### src/rtl/sio_irq_pkg.sv
package sio_irq_pkg;
    typedef enum logic [1:0] {
        ACK_IDLE  = 2'd0,
        ACK_ARMED = 2'd1,
        ACK_HELD  = 2'd2
    } ack_state_e;
endpackage

### src/rtl/sio_irq_pick.sv
// Fixed-priority picker: lowest index wins, result as a one-hot mask.
module sio_irq_pick #(
    parameter int N = 6
) (
    input  logic [N-1:0] req,
    output logic         any,
    output logic [N-1:0] onehot
);
    always_comb begin
        onehot = '0;
        for (int i = N - 1; i >= 0; i--) begin
            if (req[i]) begin
                onehot    = '0;
                onehot[i] = 1'b1;
            end
        end
        any = |req;
    end
endmodule

### src/rtl/sio_irq_ack_fsm.sv
// Tracks one acknowledge cycle; take pulses on entry into ACK_HELD.
module sio_irq_ack_fsm
    import sio_irq_pkg::*;
(
    input  logic clk,
    input  logic rst_n,
    input  logic intack,
    input  logic rd_stb,
    output logic take
);
    ack_state_e state_q, state_d;

    always_ff @(posedge clk) begin
        if (!rst_n) state_q <= ACK_IDLE;
        else        state_q <= state_d;
    end

    always_comb begin
        state_d = state_q;
        take    = 1'b0;
        unique case (state_q)
            ACK_IDLE: begin
                if (intack && rd_stb) begin
                    state_d = ACK_HELD;
                    take    = 1'b1;
                end else if (intack) begin
                    state_d = ACK_ARMED;
                end
            end
            ACK_ARMED: begin
                if (!intack) begin
                    state_d = ACK_IDLE;
                end else if (rd_stb) begin
                    state_d = ACK_HELD;
                    take    = 1'b1;
                end
            end
            ACK_HELD: begin
                if (!intack) state_d = ACK_IDLE;
            end
            default: state_d = ACK_IDLE;
        endcase
    end

    AST_FSM_LEGAL: assert property (@(posedge clk) disable iff (!rst_n)
        state_q inside {ACK_IDLE, ACK_ARMED, ACK_HELD});
endmodule

### src/rtl/sio_irq_bank.sv
// Pending and under-service bit storage.
module sio_irq_bank #(
    parameter int N = 6
) (
    input  logic         clk,
    input  logic         rst_n,
    input  logic [N-1:0] set_ev,
    input  logic [N-1:0] clr_ev,
    input  logic [N-1:0] ius_set,
    input  logic [N-1:0] ius_clr,
    output logic [N-1:0] ip_q,
    output logic [N-1:0] ius_q
);
    always_ff @(posedge clk) begin
        if (!rst_n) begin
            ip_q  <= '0;
            ius_q <= '0;
        end else begin
            ip_q  <= (ip_q & ~clr_ev) | set_ev;
            ius_q <= (ius_q & ~ius_clr) | ius_set;
        end
    end

    AST_SET_WINS: assert property (@(posedge clk) disable iff (!rst_n)
        |set_ev |=> ((ip_q & $past(set_ev)) == $past(set_ev)));
endmodule

### src/rtl/sio_irq_chain.sv
module sio_irq_chain #(
    parameter int NSRC     = 6,
    parameter int VEC_W    = 8,
    parameter int CODE_LSB = 1
) (
    input  logic             clk,
    input  logic             rst_n,
    input  logic [NSRC-1:0]  set_ev,
    input  logic [NSRC-1:0]  clr_ev,
    input  logic             mie,
    input  logic [NSRC-1:0]  src_en,
    input  logic             iei,
    input  logic             intack,
    input  logic             rd_stb,
    input  logic             rst_hius,
    input  logic             vis,
    input  logic [VEC_W-1:0] vec_base,
    output logic             int_n,
    output logic             ieo,
    output logic [VEC_W-1:0] vec_raw,
    output logic [VEC_W-1:0] vec_stat
);
    localparam int CW = $clog2(NSRC + 1);

    logic [NSRC-1:0] ip_q, ius_q, blocked, elig, elig_oh, hius_oh;
    logic [NSRC-1:0] ius_set, ius_clr;
    logic            elig_any, hius_any, take;
    logic [CW-1:0]   code;

    // blocked[i]: some source at index <= i is under service
    always_comb begin
        logic acc;
        acc = 1'b0;
        for (int i = 0; i < NSRC; i++) begin
            acc        = acc | ius_q[i];
            blocked[i] = acc;
        end
    end

    assign elig = ip_q & src_en & ~blocked & {NSRC{mie & iei}};

    sio_irq_pick #(.N(NSRC)) u_pick_req (
        .req(elig), .any(elig_any), .onehot(elig_oh));

    sio_irq_pick #(.N(NSRC)) u_pick_hius (
        .req(ius_q), .any(hius_any), .onehot(hius_oh));

    sio_irq_ack_fsm u_fsm (
        .clk(clk), .rst_n(rst_n), .intack(intack), .rd_stb(rd_stb), .take(take));

    assign ius_set = take ? elig_oh : '0;
    assign ius_clr = (rst_hius && hius_any) ? hius_oh : '0;

    sio_irq_bank #(.N(NSRC)) u_bank (
        .clk(clk), .rst_n(rst_n), .set_ev(set_ev), .clr_ev(clr_ev),
        .ius_set(ius_set), .ius_clr(ius_clr), .ip_q(ip_q), .ius_q(ius_q));

    always_comb begin
        code = '0;
        for (int i = 0; i < NSRC; i++) begin
            if (elig_oh[i]) code = CW'(i + 1);
        end
    end

    always_comb begin
        vec_stat = vec_base;
        if (vis) vec_stat[CODE_LSB +: CW] = code;
    end

    assign vec_raw = vec_base;
    assign int_n   = !(elig_any && !intack);
    assign ieo     = iei && !(|ip_q) && !(|ius_q);

    AST_REQ_GATED: assert property (@(posedge clk) disable iff (!rst_n)
        !int_n |-> (mie && iei));
    AST_NO_REQ_IN_ACK: assert property (@(posedge clk) disable iff (!rst_n)
        intack |-> int_n);
    AST_IUS_ON_READ: assert property (@(posedge clk) disable iff (!rst_n)
        (|(ius_q & ~$past(ius_q))) |-> $past(intack && rd_stb));
    AST_ONE_IUS_SET: assert property (@(posedge clk) disable iff (!rst_n)
        $countones(ius_q & ~$past(ius_q)) <= 1);
    AST_ONE_IUS_CLR: assert property (@(posedge clk) disable iff (!rst_n)
        $countones($past(ius_q) & ~ius_q) <= 1);
    AST_IEO_BLOCK: assert property (@(posedge clk) disable iff (!rst_n)
        ((|ip_q) || (|ius_q) || !iei) |-> !ieo);
    AST_RAW_VEC: assert property (@(posedge clk) disable iff (!rst_n)
        vec_raw == vec_base);
endmodule

### config.mk
export PLATFORM = sky130hd
export DESIGN_NAME = sio_irq_chain
export DESIGN_NICKNAME = d
export VERILOG_FILES = /design/src/rtl/sio_irq_pkg.sv /design/src/rtl/sio_irq_pick.sv /design/src/rtl/sio_irq_ack_fsm.sv /design/src/rtl/sio_irq_bank.sv /design/src/rtl/sio_irq_chain.sv
export SDC_FILE = /design/constraint.sdc
export NUM_CORES = 1
export LEC_CHECK = 0
export ABC_AREA = 1
export BUFFER_PORTS_ARGS = -buffer_cell sky130_fd_sc_hd__buf_2
export CORE_MARGIN = 5
export CORE_UTILIZATION = 46
export DETAILED_ROUTE_END_ITERATION = 16
export PLACE_DENSITY_LB_ADDON = 0.1
export SYNTH_ARGS = -nofsm -noshare
export SYNTH_HDL_FRONTEND = slang
export SYNTH_SLANG_ARGS = --single-unit
export TNS_END_PERCENT = 20
### constraint.sdc
create_clock -name clk -period 2.65 [get_ports clk]
set_input_delay 0.53 -clock clk [delete_from_list [all_inputs] [get_ports clk]]
set_output_delay 0.53 -clock clk [all_outputs]
set_load 0.01 [all_outputs]
==> impl_metrics.json, run 1 <==
{
  "drc": 0,
  "yosysSeqAreaShare": 0.312,
  "synth_commonest_cells": "nand2_1, inv_1, nor2_1",
  "cp_slowest_cell": "dfxtp_1",
  "path_cells": "nor2_4 > nand3b_2 > nor2_1 > o21ai_0 > nand3_1 > nand2_1 > inv_1 > buf_2",
  "yosysTopAreaCellShare": 0.312,
  "wl_per_cell_um": 10.5,
  "grt_overflow_total": 0,
  "fin_crit_ns": 2.16,
  "regArea_sq_um": 280,
  "fillers": 207,
  "initial_core_util": 0.468,
  "path_class": "reg -> out",
  "firstDrtPassIters": 4,
  "cp.required_ns": 2.12,
  "postRouteAntennaNets": 0,
  "p_leak_nw": 0.604,
  "p_total_uw": 457,
  "viasPerCell": 4.74,
  "multiInputGateArea_sq_um": 435,
  "pre_cts_slack_ns": 0.539,
  "fin_area_sq_um": 1050,
  "slowest_delay_ns": 0.36,
  "max_freq_mhz": 463,
  "reg2reg_from": "u_bank.ius_q[0]",
  "syn_avg_cell_area_sq_um": 6.47,
  "drive_above_1_share": 0.309,
  "dp_hpwl_mm": 1.69,
  "synth_most_common_cell": "nand2_1",
  "gp_congestion": 0.842,
  "place_area_sq_um": 1010,
  "worstSetupEndpointType": "output port",
  "synth_area_sq_um": 900,
  "grt_pass1_wl_mm": 3.17,
  "place.port_buffers": 36,
  "cts_max_path_buffers": 2,
  "synth_top_area_cell": "dfxtp_1",
  "fp.dieH_um": 54.2,
  "dieArea_sq_um": 2940,
  "crit_buf_inv": 2,
  "synthArstFlopShare": 0,
  "maxSlewViolCount": 0,
  "startpoint_type": "flip-flop",
  "antenna_found_initial": 0,
  "synth_edf_count": 0,
  "hold_buffers": 0,
  "setup_viol": 0,
  "hold_depth": 2,
  "drv_cap": 0,
  "power.density_nw_per_um2": 436,
  "grt_pass1_vias": 827,
  "relSlewSlack": 0.706,
  "cts_tree": "built",
  "period_share": 0.815,
  "via_count": 910,
  "reg2regPathDepth": 5,
  "synth-main-ff-cell": "dfxtp_1",
  "n_antenna_cell": 0,
  "timing.final.ws_setup_ns": 0.490,
  "rsz0062_at_grt": "false",
  "crit_start": "u_bank.ius_q[0]",
  "cp.arrival_ns": 1.63,
  "netlist_instances": 139,
  "syn_nets": 173,
  "grt_max_degree": 15,
  "io_pins": 52,
  "final-hold-violation-count": 0,
  "drt-initial-drc-count": 18,
  "cts_max_level": 1,
  "crit_cells": 8,
  "hp-start": "rd_stb",
  "whs_ns": 0.411,
  "finalClockSkew_ns": 0.000441,
  "irDropWorstVdd_v": 0.000251,
  "totalWireLength_mm": 2.01,
  "tns_ns": 0,
  "area_growth_syn_to_layout_pct": 16.6,
  "clock_latency_ns": 0.28,
  "ys_ff_latch": 14,
  "fp.dieW_um": 54.2,
  "cts-resized-gates": 0,
  "synthTopCellsByArea": "dfxtp_1, buf_4, nand2_1",
  "std_cell_rows": 16,
  "cts-root-buf": "clkbuf_4",
  "clkSinkCount": 14,
  "coreArea_sq_um": 1920,
  "path_clk_slew_ns": 0.09,
  "grt_use_total": 0.149,
  "path_delay_family": "simple AND/OR/NAND/NOR gates",
  "status": "complete, no violations",
  "synth_warnings": 0,
  "nets": 200,
  "worst_pin_slew_ns": 0.440,
  "yosys.cell_types.count": 18,
  "cts_setup_buffers": 0,
  "hp-class": "in -> reg",
  "critPathMaxFanout": 9,
  "numCtsBuffers": 3
}
## flip-flops by register name, indices dropped and copies added (netlist names)
signal / count
u_fsm.state_q: 2
u_bank.ip_q: 6
u_bank.ius_q: 6
## cells by family after synthesis
| logic type | count (synthesis) | share of synthesized area |
|---|---|---|
| AOI/OAI and AO/OA | 20 | 0.111 |
| and+or+nand+nor | 69 | 0.373 |
| DFF | 14 | 0.312 |
| buffers and inverters | 36 | 0.204 |
## metal layers
metal | share of wire | vias to the layer above | GRT usage
met5 | 0 | - | 0
met4 | 0.011 | 0 | 0.0705
met3 | 0.12 | 4 | 0.0327
met2 | 0.47 | 42 | 0.275
met1 | 0.40 | 383 | 0.159
li1 | - | 481 | -
## layout by cell type, fill, tap and decap left out, types with 2 or more instances in the layout
master / count
buf_2: 36
nand2_1: 26
inv_1: 21
nor2_1: 16
a21oi_1: 14
dfxtp_1: 14
nand3_1: 10
o21ai_0: 5
nor2_2: 4
nand4_1: 4
nand3_2: 3
clkbuf_4: 3
or2_2: 2
nor4_1: 2
## per-stage QoR
stage	utilization	cells
2_1_floorplan	-	139
4_1_cts	0.546	192
6_report	0.546	192
5_1_grt	0.546	192
3_3_place_gp	0.527	188
3_5_place_dp	0.527	188
## path summary, 6_finish.rpt
kind,slack (ns),endpoint
max,0.49,vec_stat[3]
min,0.41,u_fsm.state_q[0]
max reg2reg,1.43,u_bank.ius_q[4]
min reg2reg,0.43,u_fsm.state_q[0]
## area by class of cell
type / count / area share
Sequential cell: 14 / 0.267
Timing Repair Buffer: 36 / 0.172
Multi-Input combinational cell: 89 / 0.415
Tap cell: 27 / 0.0322
Clock buffer: 4 / 0.0346
Inverter: 22 / 0.0788
## power breakdown
group	switching, mW	internal (mW)	total [mW]
Combinational	0.0411	0.0352	0.0763
Sequential	0.00557	0.218	0.224
Clock	0.0733	0.0837	0.157
Power figures use the tool's default switching activity.
==> run 2, diff against run 1 <==
- CORE_UTILIZATION: 46 -> 38
- clock period: 2.65 -> 1.87 ns (I/O delays scaled with it)
==> impl_metrics.json, run 2 (same netlist as run 1, synthesis figures left out) <==
{
  "regArea_sq_um": 285,
  "cts-root-buf": "clkbuf_4",
  "coreArea_sq_um": 2230,
  "status": "complete, but fails checks",
  "p_total_uw": 656,
  "cp_common_cell": "nand2_1",
  "io_pins": 52,
  "numCtsBuffers": 3,
  "initial_core_util": 0.403,
  "relSlewSlack": 0.699,
  "slowest_delay_ns": 0.38,
  "whs_ns": 0.271,
  "cp_slowest_cell": "dfxtp_4",
  "p_leak_nw": 0.637,
  "grt_pass1_wl_mm": 3.62,
  "cp.required_ns": 1.50,
  "fin_crit_ns": 1.93,
  "reg2regPathDepth": 7,
  "cts_tree": "built",
  "finalClockSkew_ns": 0.00512,
  "startpoint_type": "flip-flop",
  "drive_above_1_share": 0.406,
  "worstSetupEndpointType": "output port",
  "crit_buf_inv": 4,
  "viasPerCell": 4.71,
  "irDropWorstVdd_v": 0.000322,
  "grt_overflow_total": 0,
  "path_clk_slew_ns": 0.08,
  "path_class": "reg -> out",
  "cts_max_path_buffers": 2,
  "p_clk_frac": 0.333,
  "maxSlewViolCount": 0,
  "path_delay_family": "simple AND/OR/NAND/NOR gates",
  "cp.arrival_ns": 1.56,
  "fin_area_sq_um": 1180,
  "layoutNonFillerInstCount": 198,
  "clkSinkCount": 14,
  "top_regs": "u_bank.ip_q (6), u_bank.ius_q (6), u_fsm.state_q (2)",
  "firstDrtPassIters": 4,
  "rsz0062_at_grt": "true",
  "seqPwrFrac": 0.482,
  "switching_share": 0.264,
  "antenna_found_initial": 0,
  "drc": 0,
  "n_antenna_cell": 0,
  "gp_congestion": 0.837,
  "dp_hpwl_mm": 1.73,
  "place.port_buffers": 36,
  "max_freq_mhz": 517,
  "hp-class": "in -> reg",
  "grt_pass1_vias": 894,
  "std_cell_rows": 17,
  "layout_common_cells": "buf_2, nand2_1, inv_1, a21oi_1",
  "place_inst": 189,
  "hold_depth": 2,
  "dieArea_sq_um": 3440,
  "internal_power_uw": 483,
  "crit_cells": 10,
  "clock_latency_ns": 0.28,
  "final_common_cell": "buf_2",
  "multiInputGateArea_sq_um": 523,
  "fillers": 234,
  "fp.dieW_um": 58.7,
  "power.density_nw_per_um2": 554,
  "drv_cap": 0,
  "fp.dieH_um": 58.7,
  "cts_max_level": 1,
  "final-hold-violation-count": 0,
  "violations": "setup timing",
  "wl_per_cell_um": 11.4,
  "period_share": 1.03,
  "critPathMaxFanout": 5,
  "path_cells": "nor2_4 > buf_12 > nand3_4 > nand2_2 > buf_4 > nand2_1 > nand3_1 > nand2_1 > inv_1 > buf_2",
  "totalWireLength_mm": 2.26,
  "via_count": 932,
  "grt_use_total": 0.134,
  "area_growth_syn_to_layout_pct": 31.7,
  "place_area_sq_um": 1010,
  "setup_viol": 3,
  "postRouteAntennaNets": 0,
  "worst_pin_slew_ns": 0.452,
  "drt-initial-drc-count": 12,
  "grt_max_degree": 15,
  "power_frac_comb": 0.185,
  "p_sw_uw": 173,
  "nets": 205,
  "timing.final.ws_setup_ns": -0.0625
}
==> run 2: path summary, 6_finish.rpt <==
kind                    start                to  slack, ns
max           u_bank.ius_q[0]       vec_stat[2]      -0.06
min                    rd_stb  u_fsm.state_q[0]       0.27
max reg2reg   u_bank.ius_q[0]   u_bank.ius_q[1]       0.64
min reg2reg  u_fsm.state_q[1]  u_fsm.state_q[0]       0.43
==> run 2: repair_timing <==
| action | 4_1_cts | 5_1_grt |
|---|---|---|
| buffers inserted | 1 | 3 |
| gates resized for setup | 4 | 21 |
| gates cloned | 1 | 0 |
| hold buffers | 0 | 0 |
| setup endpoints to repair | 4 | 4 |
| pin swaps | 3 | 5 |
==> run 2: through the flow <==
stage           util  setup slack [ns]  setup TNS (ns)
2_1_floorplan      -             0.292               0
5_1_grt        0.531            -0.176          -0.625
3_3_place_gp   0.454            0.0883               0
4_1_cts        0.482           -0.0449          -0.109
3_5_place_dp   0.454            0.0722               0
6_report       0.531           -0.0625          -0.167
==> run 2: layout make-up <==
| class | instances | area share |
|---|---|---|
| clock buffer | 4 | 0.0306 |
| timing repair buffer | 40 | 0.188 |
| inverter | 22 | 0.0697 |
| sequential | 14 | 0.241 |
| multi-input combinational | 90 | 0.441 |
| tap | 28 | 0.0296 |
==> run 2: power by group through the flow <==
stage	clock [mW]	combinational [mW]	sequential (mW)
after floorplan	0	0.0853	0.322
after detailed placement	0	0.109	0.324
final	0.219	0.122	0.316
after global placement	0	0.107	0.324
after CTS	0.227	0.111	0.318
after global routing	0.241	0.139	0.318
==> run 2: metal layers <==
layer / up-vias / global-route usage / share of wire
met2: 37 / 0.217 / 0.48
met3: 6 / 0.0461 / 0.10
li1: 492 / - / -
met4: 0 / 0.0712 / 0.018
met1: 397 / 0.156 / 0.40
met5: - / 0 / 0
